[src/rtl/dma_chain_pkg.sv]
package dma_chain_pkg;
  localparam int unsigned WORD_W  = 32;
  localparam int unsigned FIELD_W = 16;
  localparam int unsigned N_WORDS = 4;
  localparam int unsigned IDX_W   = $clog2(N_WORDS);

  typedef enum logic [1:0] {
    ST_IDLE  = 2'd0,
    ST_FETCH = 2'd1,
    ST_XFER  = 2'd2,
    ST_HOLD  = 2'd3
  } ch_status_e;

  typedef struct packed {
    logic [FIELD_W-1:0] addr;
    logic [FIELD_W-1:0] cnt;
    logic [FIELD_W-1:0] mod;
    logic               chain_en;
    logic               int_en;
    logic [FIELD_W-1:0] ptr;
  } desc_t;

  function automatic desc_t unpack_desc(logic [WORD_W-1:0] w0,
                                        logic [WORD_W-1:0] w1,
                                        logic [WORD_W-1:0] w2);
    desc_t d;
    d.addr     = w0[FIELD_W-1:0];
    d.cnt      = w1[FIELD_W-1:0];
    d.mod      = w1[WORD_W-1:WORD_W-FIELD_W];
    d.chain_en = w2[0];
    d.int_en   = w2[1];
    d.ptr      = w2[WORD_W-1:WORD_W-FIELD_W];
    return d;
  endfunction
endpackage

[src/rtl/dce_stage.sv]
module dce_stage
  import dma_chain_pkg::*;
(
  input  logic              clk_i,
  input  logic              rst_ni,
  input  logic              we_i,
  input  logic [IDX_W-1:0]  idx_i,
  input  logic [WORD_W-1:0] wdata_i,
  input  logic              accept_i,
  input  logic              take_i,
  output logic              full_o,
  output logic [WORD_W-1:0] w0_o,
  output logic [WORD_W-1:0] w1_o,
  output logic [WORD_W-1:0] w2_o
);
  logic [N_WORDS-1:0] seen_q;
  logic [WORD_W-1:0]  word_q [N_WORDS-1];

  for (genvar i = 0; i < N_WORDS - 1; i++) begin : g_word
    always_ff @(posedge clk_i or negedge rst_ni) begin
      if (!rst_ni)                                          word_q[i] <= '0;
      else if (we_i && accept_i && !take_i && idx_i == i)   word_q[i] <= wdata_i;
    end
  end

  always_ff @(posedge clk_i or negedge rst_ni) begin
    if (!rst_ni)                       seen_q <= '0;
    else if (take_i)                   seen_q <= '0;
    else if (we_i && accept_i)         seen_q <= seen_q | (N_WORDS'(1) << idx_i);
  end

  assign full_o = &seen_q;
  assign w0_o   = word_q[0];
  assign w1_o   = word_q[1];
  assign w2_o   = word_q[2];
endmodule

[src/rtl/dce_fetch.sv]
module dce_fetch
  import dma_chain_pkg::*;
(
  input  logic               clk_i,
  input  logic               rst_ni,
  input  logic               start_i,
  input  logic [FIELD_W-1:0] ptr_i,
  output logic               mem_req_o,
  output logic [FIELD_W-1:0] mem_addr_o,
  input  logic [WORD_W-1:0]  mem_rdata_i,
  output logic               done_o,
  output desc_t              desc_o
);
  localparam int unsigned K_W = $clog2(N_WORDS) + 1;

  logic               busy_q;
  logic [K_W-1:0]     k_q;
  logic [FIELD_W-1:0] base_q;
  logic [WORD_W-1:0]  fw_q [N_WORDS-1];

  always_ff @(posedge clk_i or negedge rst_ni) begin
    if (!rst_ni) begin
      busy_q <= 1'b0;
      k_q    <= '0;
      base_q <= '0;
    end else if (start_i) begin
      busy_q <= 1'b1;
      k_q    <= '0;
      base_q <= ptr_i;
    end else if (busy_q) begin
      if (k_q == K_W'(N_WORDS)) busy_q <= 1'b0;
      else                      k_q    <= k_q + 1'b1;
    end
  end

  // word k-1 arrives while request k is out; the reserved word is dropped
  for (genvar i = 0; i < N_WORDS - 1; i++) begin : g_cap
    always_ff @(posedge clk_i or negedge rst_ni) begin
      if (!rst_ni)                                 fw_q[i] <= '0;
      else if (busy_q && k_q == K_W'(i + 1))       fw_q[i] <= mem_rdata_i;
    end
  end

  assign mem_req_o  = busy_q && (k_q < K_W'(N_WORDS));
  assign mem_addr_o = base_q + FIELD_W'(k_q);
  assign done_o     = busy_q && (k_q == K_W'(N_WORDS));
  assign desc_o     = unpack_desc(fw_q[0], fw_q[1], fw_q[2]);
endmodule

[src/rtl/dma_chain_eng.sv]
module dma_chain_eng
  import dma_chain_pkg::*;
(
  input  logic               clk_i,
  input  logic               rst_ni,
  input  logic               reg_we_i,
  input  logic [IDX_W-1:0]   reg_idx_i,
  input  logic [WORD_W-1:0]  reg_wdata_i,
  input  logic               pause_i,
  output logic               mem_req_o,
  output logic [FIELD_W-1:0] mem_addr_o,
  input  logic [WORD_W-1:0]  mem_rdata_i,
  output logic               xfer_req_o,
  output logic [FIELD_W-1:0] xfer_addr_o,
  input  logic               xfer_ack_i,
  output logic               irq_o,
  output logic [1:0]         status_o
);
  ch_status_e         state_q;
  logic [FIELD_W-1:0] addr_q, cnt_q, mod_q, ptr_q;
  logic               ce_q, ie_q, irq_q;

  logic               st_full, take, fetch_start, fetch_done, blk_end;
  logic [WORD_W-1:0]  sw0, sw1, sw2;
  desc_t              st_desc, f_desc;

  assign take = (state_q == ST_IDLE) && st_full;

  dce_stage u_stage (
    .clk_i, .rst_ni,
    .we_i(reg_we_i), .idx_i(reg_idx_i), .wdata_i(reg_wdata_i),
    .accept_i(state_q == ST_IDLE), .take_i(take),
    .full_o(st_full), .w0_o(sw0), .w1_o(sw1), .w2_o(sw2)
  );

  assign st_desc     = unpack_desc(sw0, sw1, sw2);
  assign blk_end     = (state_q == ST_XFER) && !pause_i && (cnt_q == '0);
  assign fetch_start = blk_end && ce_q && (ptr_q != '0);

  dce_fetch u_fetch (
    .clk_i, .rst_ni,
    .start_i(fetch_start), .ptr_i(ptr_q),
    .mem_req_o, .mem_addr_o, .mem_rdata_i,
    .done_o(fetch_done), .desc_o(f_desc)
  );

  always_ff @(posedge clk_i or negedge rst_ni) begin
    if (!rst_ni) begin
      state_q <= ST_IDLE;
      addr_q  <= '0;
      cnt_q   <= '0;
      mod_q   <= '0;
      ptr_q   <= '0;
      ce_q    <= 1'b0;
      ie_q    <= 1'b0;
      irq_q   <= 1'b0;
    end else begin
      irq_q <= 1'b0;
      unique case (state_q)
        ST_IDLE: if (st_full) begin
          {addr_q, cnt_q, mod_q, ce_q, ie_q, ptr_q} <= st_desc;
          state_q <= ST_XFER;
        end
        ST_FETCH: if (fetch_done) begin
          {addr_q, cnt_q, mod_q, ce_q, ie_q, ptr_q} <= f_desc;
          state_q <= ST_XFER;
        end
        ST_XFER: begin
          if (blk_end) begin
            irq_q   <= ie_q;
            state_q <= fetch_start ? ST_FETCH : ST_IDLE;
          end else if (!pause_i && xfer_ack_i) begin
            addr_q <= addr_q + mod_q;
            cnt_q  <= cnt_q - 1'b1;
          end
          if (reg_we_i && reg_idx_i == IDX_W'(2))
            ptr_q <= reg_wdata_i[WORD_W-1:WORD_W-FIELD_W];
        end
        default: state_q <= ST_IDLE;
      endcase
    end
  end

  assign xfer_req_o  = (state_q == ST_XFER) && !pause_i && (cnt_q != '0);
  assign xfer_addr_o = addr_q;
  assign irq_o       = irq_q;
  assign status_o    = ((state_q == ST_XFER) && pause_i) ? ST_HOLD : state_q;
endmodule

[config.mk]
export PLATFORM = sky130hd
export DESIGN_NAME = dma_chain_eng
export DESIGN_NICKNAME = d
export VERILOG_FILES = /design/src/rtl/dma_chain_pkg.sv /design/src/rtl/dce_stage.sv /design/src/rtl/dce_fetch.sv /design/src/rtl/dma_chain_eng.sv
export SDC_FILE = /design/constraint.sdc
export NUM_CORES = 1
export LEC_CHECK = 0
export CORE_ASPECT_RATIO = 0.7
export CORE_UTILIZATION = 64
export DETAILED_ROUTE_END_ITERATION = 10
export DONT_BUFFER_PORTS = 1
export PLACE_DENSITY_LB_ADDON = 0.2
export SYNTH_ARGS = -nofsm -noshare
export SYNTH_HDL_FRONTEND = slang
export SYNTH_SLANG_ARGS = --single-unit
[constraint.sdc]
create_clock -name clk_i -period 2.57 [get_ports clk_i]
set_input_delay 0.514 -clock clk_i [delete_from_list [all_inputs] [get_ports clk_i]]
set_output_delay 0.514 -clock clk_i [all_outputs]
set_load 0.01 [all_outputs]
==> impl_metrics.yaml <==
floorplanning:
  die_area_sq_mm: 0.0178
  rows: 39
  core_sq_mm: 0.0166
  io-pin-count: 108
  die_x_um: 159
  initial_core_util: 0.667
  die_h_um: 112
synthesis:
  synth_top_cells_by_area: "dfrtp_1 (51%), mux2_2 (15%), ha_1 (3.4%)"
  synth_ff_type: "dfrtp_1"
  yosysWarnings: 0
  synthSimpleGateAreaFrac: 0.106
  synth-edff-count: 0
  synthAdderAreaFrac: 0.0375
  yosysUniqueCellTypes: 59
  syn-instance-count: 991
  yosysTopAreaCellShare: 0.508
  synth_top_family_by_area: "multiplexers"
  syn_avg_cell_area_sq_um: 11.2
  ys_seq_elements: 225
  yosys.area.top_type: "dfrtp_1"
  syn-cell-area_sq_mm: 0.0111
  synthXorXnorAreaFrac: 0.0237
  ys_async_sr_fraction: 1.00
  yosys-mux-area-fraction: 0.167
  synth_compound_area_frac: 0.126
  seq_area_frac_synth: 0.508
  synth_fp_nets: 1094
setup_path:
  crit_required_ns: 2.06
  cp.arrival_ns: 2.33
  reg2reg_depth: 7
  worstSetupEndpointType: "output port"
  reg2reg_slack_ns: 0.06
  r2r_end: "xfer_addr_o[15]$_DFFE_PN0P_"
  r2r-start: "xfer_addr_o[6]$_DFFE_PN0P_"
  criticalPathCategory: "flip-flop to output port"
  cp-start-kind: "flip-flop"
  worst-path-max-fanout: 2
placement:
  gp_congestion: 0.879
  dpl_cell_area_sq_mm: 0.0115
  hpwl_um: 18400
  port_buffers: 0
cells_and_area:
  areaGrowthSynthToFinish_pct: 12.6
  num-fill-cells: 1140
  multi_input_comb_area_sq_mm: 0.00531
  diodes: 0
  register_area_sq_mm: 0.00563
  stdcell_area_sq_mm: 0.0125
  layout.nets: 1115
  drive_above_1_share: 0.272
timing:
  rsz0062_at_grt: "true"
  maxSlewViolCount: 0
  timing.hold.ws_ns: -0.293
  slew_headroom: 0.597
  skew_ns: 0.0119
  tns_ns: -1.97
  period_minus_slack_ns: 2.84
  fin_ws_ns: -0.272
  finalHoldViolCount: 225
  fmax_mhz: 352
  tightest_slew_ns: 0.604
  setup_viol: 14
  period_share: 1.11
power_and_ir_drop:
  p_comb_frac: 0.419
  ir_drop_mv: 0.810
  swShare: 0.386
  clock_power_share: 0.211
  seqPwrFrac: 0.371
  p_leak_nw: 5.42
  p_int_w: 0.00937
  p_switching_w: 0.00590
  p_per_area_mw_per_mm2: 1230
run_status:
  violations: "hold timing, setup timing"
  status: "finished with violations"
detailed_routing:
  remaining_drc_errors: 0
  wl_met1_um: 12800
  highest_layer: "met4"
  vias: 8031
  route.met2.wl_um: 12000
  met3_length_um: 2380
  ant_nets: 0
  wl_per_cell_um: 22.1
  drtIter0Drc: 700
  routed_wirelength_um: 27700
  avgViaCountPerCell: 6.41
  dr.pass1.iters: 6
global_route:
  grt.total_usage: 0.315
  gr-total-overflow: 0
  grt_pass1_wl_um: 43600
  grt_max_degree: 226
  antenna_found_initial: 0
  grt_pass1_vias: 7821
clock_network:
  numClockSinks: 225
  clk_path_buf_depth: 3
  clk-insertion-delay-late_ns: 0.51
  clockRootBuffer: "clkbuf_16"
  numCtsBuffers: 22
  clk_pin_slew_worst_paths_ns: 0.06
  htree_levels: 1
  tritoncts: "yes"
hold_path:
  holdCritPathClass: "input pin to async pin"
flow_run:
  maxCapViolCount: 0
cell usage in the layout, fill, tap and decap left out, types with 3 or more instances in the layout:
cell	synthesis	layout
nor3_1	12	8
buf_6	3	3
nor3_2	0	3
buf_12	0	3
nand2_1	87	85
and3_1	6	6
buf_4	3	48
a21o_1	12	12
mux2i_1	20	20
clkbuf_1	37	7
inv_1	21	18
nand4_1	6	6
or4_1	4	3
a31oi_1	8	8
dfrtp_1	225	225
a221oi_1	33	33
and4_1	4	4
a21oi_1	43	41
nand2b_1	6	6
mux2_2	146	146
nand3_1	17	17
clkbuf_16	0	23
o21a_1	9	9
nor2_1	73	70
nor2b_1	6	3
xnor2_1	20	12
clkbuf_8	0	5
o31ai_1	29	29
or3_1	4	4
nor4_1	7	7
o21ai_0	56	56
ha_2	0	4
xor2_1	10	8
a211oi_1	4	4
xnor2_2	0	8
ha_1	30	24
inv_2	0	3
worst max-delay path, cell delays in order (launching register included):
cell	delay [ns]
dfrtp_1	0.36
ha_2	0.21
inv_2	0.05
fa_2	0.42
nor2b_4	0.15
nor2_2	0.06
nor3_2	0.14
buf_4	0.16
nand2_2	0.06
xnor2_2	0.21
Yosys cell counts, drive strengths merged (2+ instances only):
| master | n |
|---|---|
| and2 | 2 |
| a21o | 12 |
| mux2 | 146 |
| inv | 21 |
| dfrtp | 225 |
| nand4 | 6 |
| nor2b | 6 |
| a31oi | 8 |
| nand3b | 2 |
| or2 | 4 |
| a221oi | 33 |
| fa | 2 |
| nor2 | 73 |
| or4 | 5 |
| nand2 | 87 |
| clkbuf | 37 |
| a211oi | 4 |
| xor2 | 10 |
| or3 | 4 |
| a21oi | 43 |
| buf | 20 |
| o21ai | 56 |
| nand3 | 17 |
| nor4 | 8 |
| o2111ai | 2 |
| and3 | 6 |
| and4 | 4 |
| nor3b | 3 |
| xnor2 | 20 |
| a2111oi | 2 |
| ha | 30 |
| o21a | 9 |
| nor3 | 12 |
| nand2b | 6 |
| o31ai | 29 |
| mux2i | 20 |
| o311ai | 2 |
logic make-up after synthesis:
family                   after synthesis
flip-flops                           225
AO/OA/AOI/OAI                        212
AND/OR/NAND/NOR                      248
buffers and inverters                 78
adder cells (fa/ha/maj)               32
XOR/XNOR                              30
multiplexers                         166
registers in the layout, summed over array words and instances (netlist names), 2 cells and up:
register,flops
u_fetch.desc_o,66
u_stage.w1_o,32
u_stage.w2_o,18
cnt_q,16
mod_q,16
ptr_q,16
u_fetch.base_q,16
u_stage.w0_o,16
xfer_addr_o,16
u_stage.seen_q,4
u_fetch.k_q,3
state_q,2
routing by layer:
metal	track usage	vias to the layer above
met3	0.0717	43
met1	0.481	4032
met2	0.451	314
met4	0.0923	0
met5	0	-
li1	-	3642
what timing repair did:
item / in CTS / in global routing
buffers inserted: 7 / 3
gates resized for setup: 22 / 22
pin swaps: 9 / 10
endpoints found under the hold margin: 225 / 225
setup endpoints to repair: 12 / 17
per-stage QoR:
| step | utilization | power (W) | std cells | hold WS, ns | worst slack, ns |
|---|---|---|---|---|---|
| 2_1_floorplan | - | 0.00995 | 991 | 0.218 | 0.198 |
| 3_3_place_gp | 0.692 | 0.0116 | 1203 | 0.225 | 0.100 |
| 3_5_place_dp | 0.692 | 0.0117 | 1203 | 0.223 | 0.0404 |
| 4_1_cts | 0.744 | 0.0151 | 1249 | -0.301 | -0.202 |
| 5_1_grt | 0.752 | 0.0162 | 1252 | -0.309 | -0.317 |
| 6_report | 0.752 | 0.0153 | 1252 | -0.293 | -0.272 |
worst max-delay path by stage:
stage	start	endpoint	slack (ns)	cells after the start
5_1_grt	u_fetch.base_q[0]$_DFFE_PN0P_	mem_addr_o[12]	-0.32	9
3_3_place_gp	u_fetch.k_q[0]$_DFFE_PN0P_	mem_addr_o[12]	0.10	9
3_5_place_dp	u_fetch.k_q[0]$_DFFE_PN0P_	mem_addr_o[12]	0.04	9
2_1_floorplan	state_q[0]$_DFFE_PN0P_	u_stage.w0_o[10]$_DFFE_PN0P_	0.20	6
4_1_cts	u_fetch.base_q[0]$_DFFE_PN0P_	mem_addr_o[12]	-0.20	9
6_report	u_fetch.base_q[0]$_DFFE_PN0P_	mem_addr_o[14]	-0.27	9
power groups by stage:
stage / registers (W) / logic [W] / clock network [W]
final: 0.00566 / 0.00640 / 0.00322
after global routing: 0.00578 / 0.00698 / 0.00340
after CTS: 0.00563 / 0.00619 / 0.00324
after detailed placement: 0.00567 / 0.00607 / 0
after global placement: 0.00562 / 0.00595 / 0
after floorplan: 0.00540 / 0.00455 / 0
area by class of cell:
| class | instances | area share |
|---|---|---|
| Inverter | 21 | 0.00632 |
| Timing Repair Buffer | 54 | 0.0364 |
| Sequential cell | 225 | 0.451 |
| Multi-Input combinational cell | 688 | 0.426 |
| Clock inverter | 4 | 0.00381 |
| Tap cell | 225 | 0.0226 |
| Clock buffer | 35 | 0.0538 |
(Power assumes the default switching activity.)
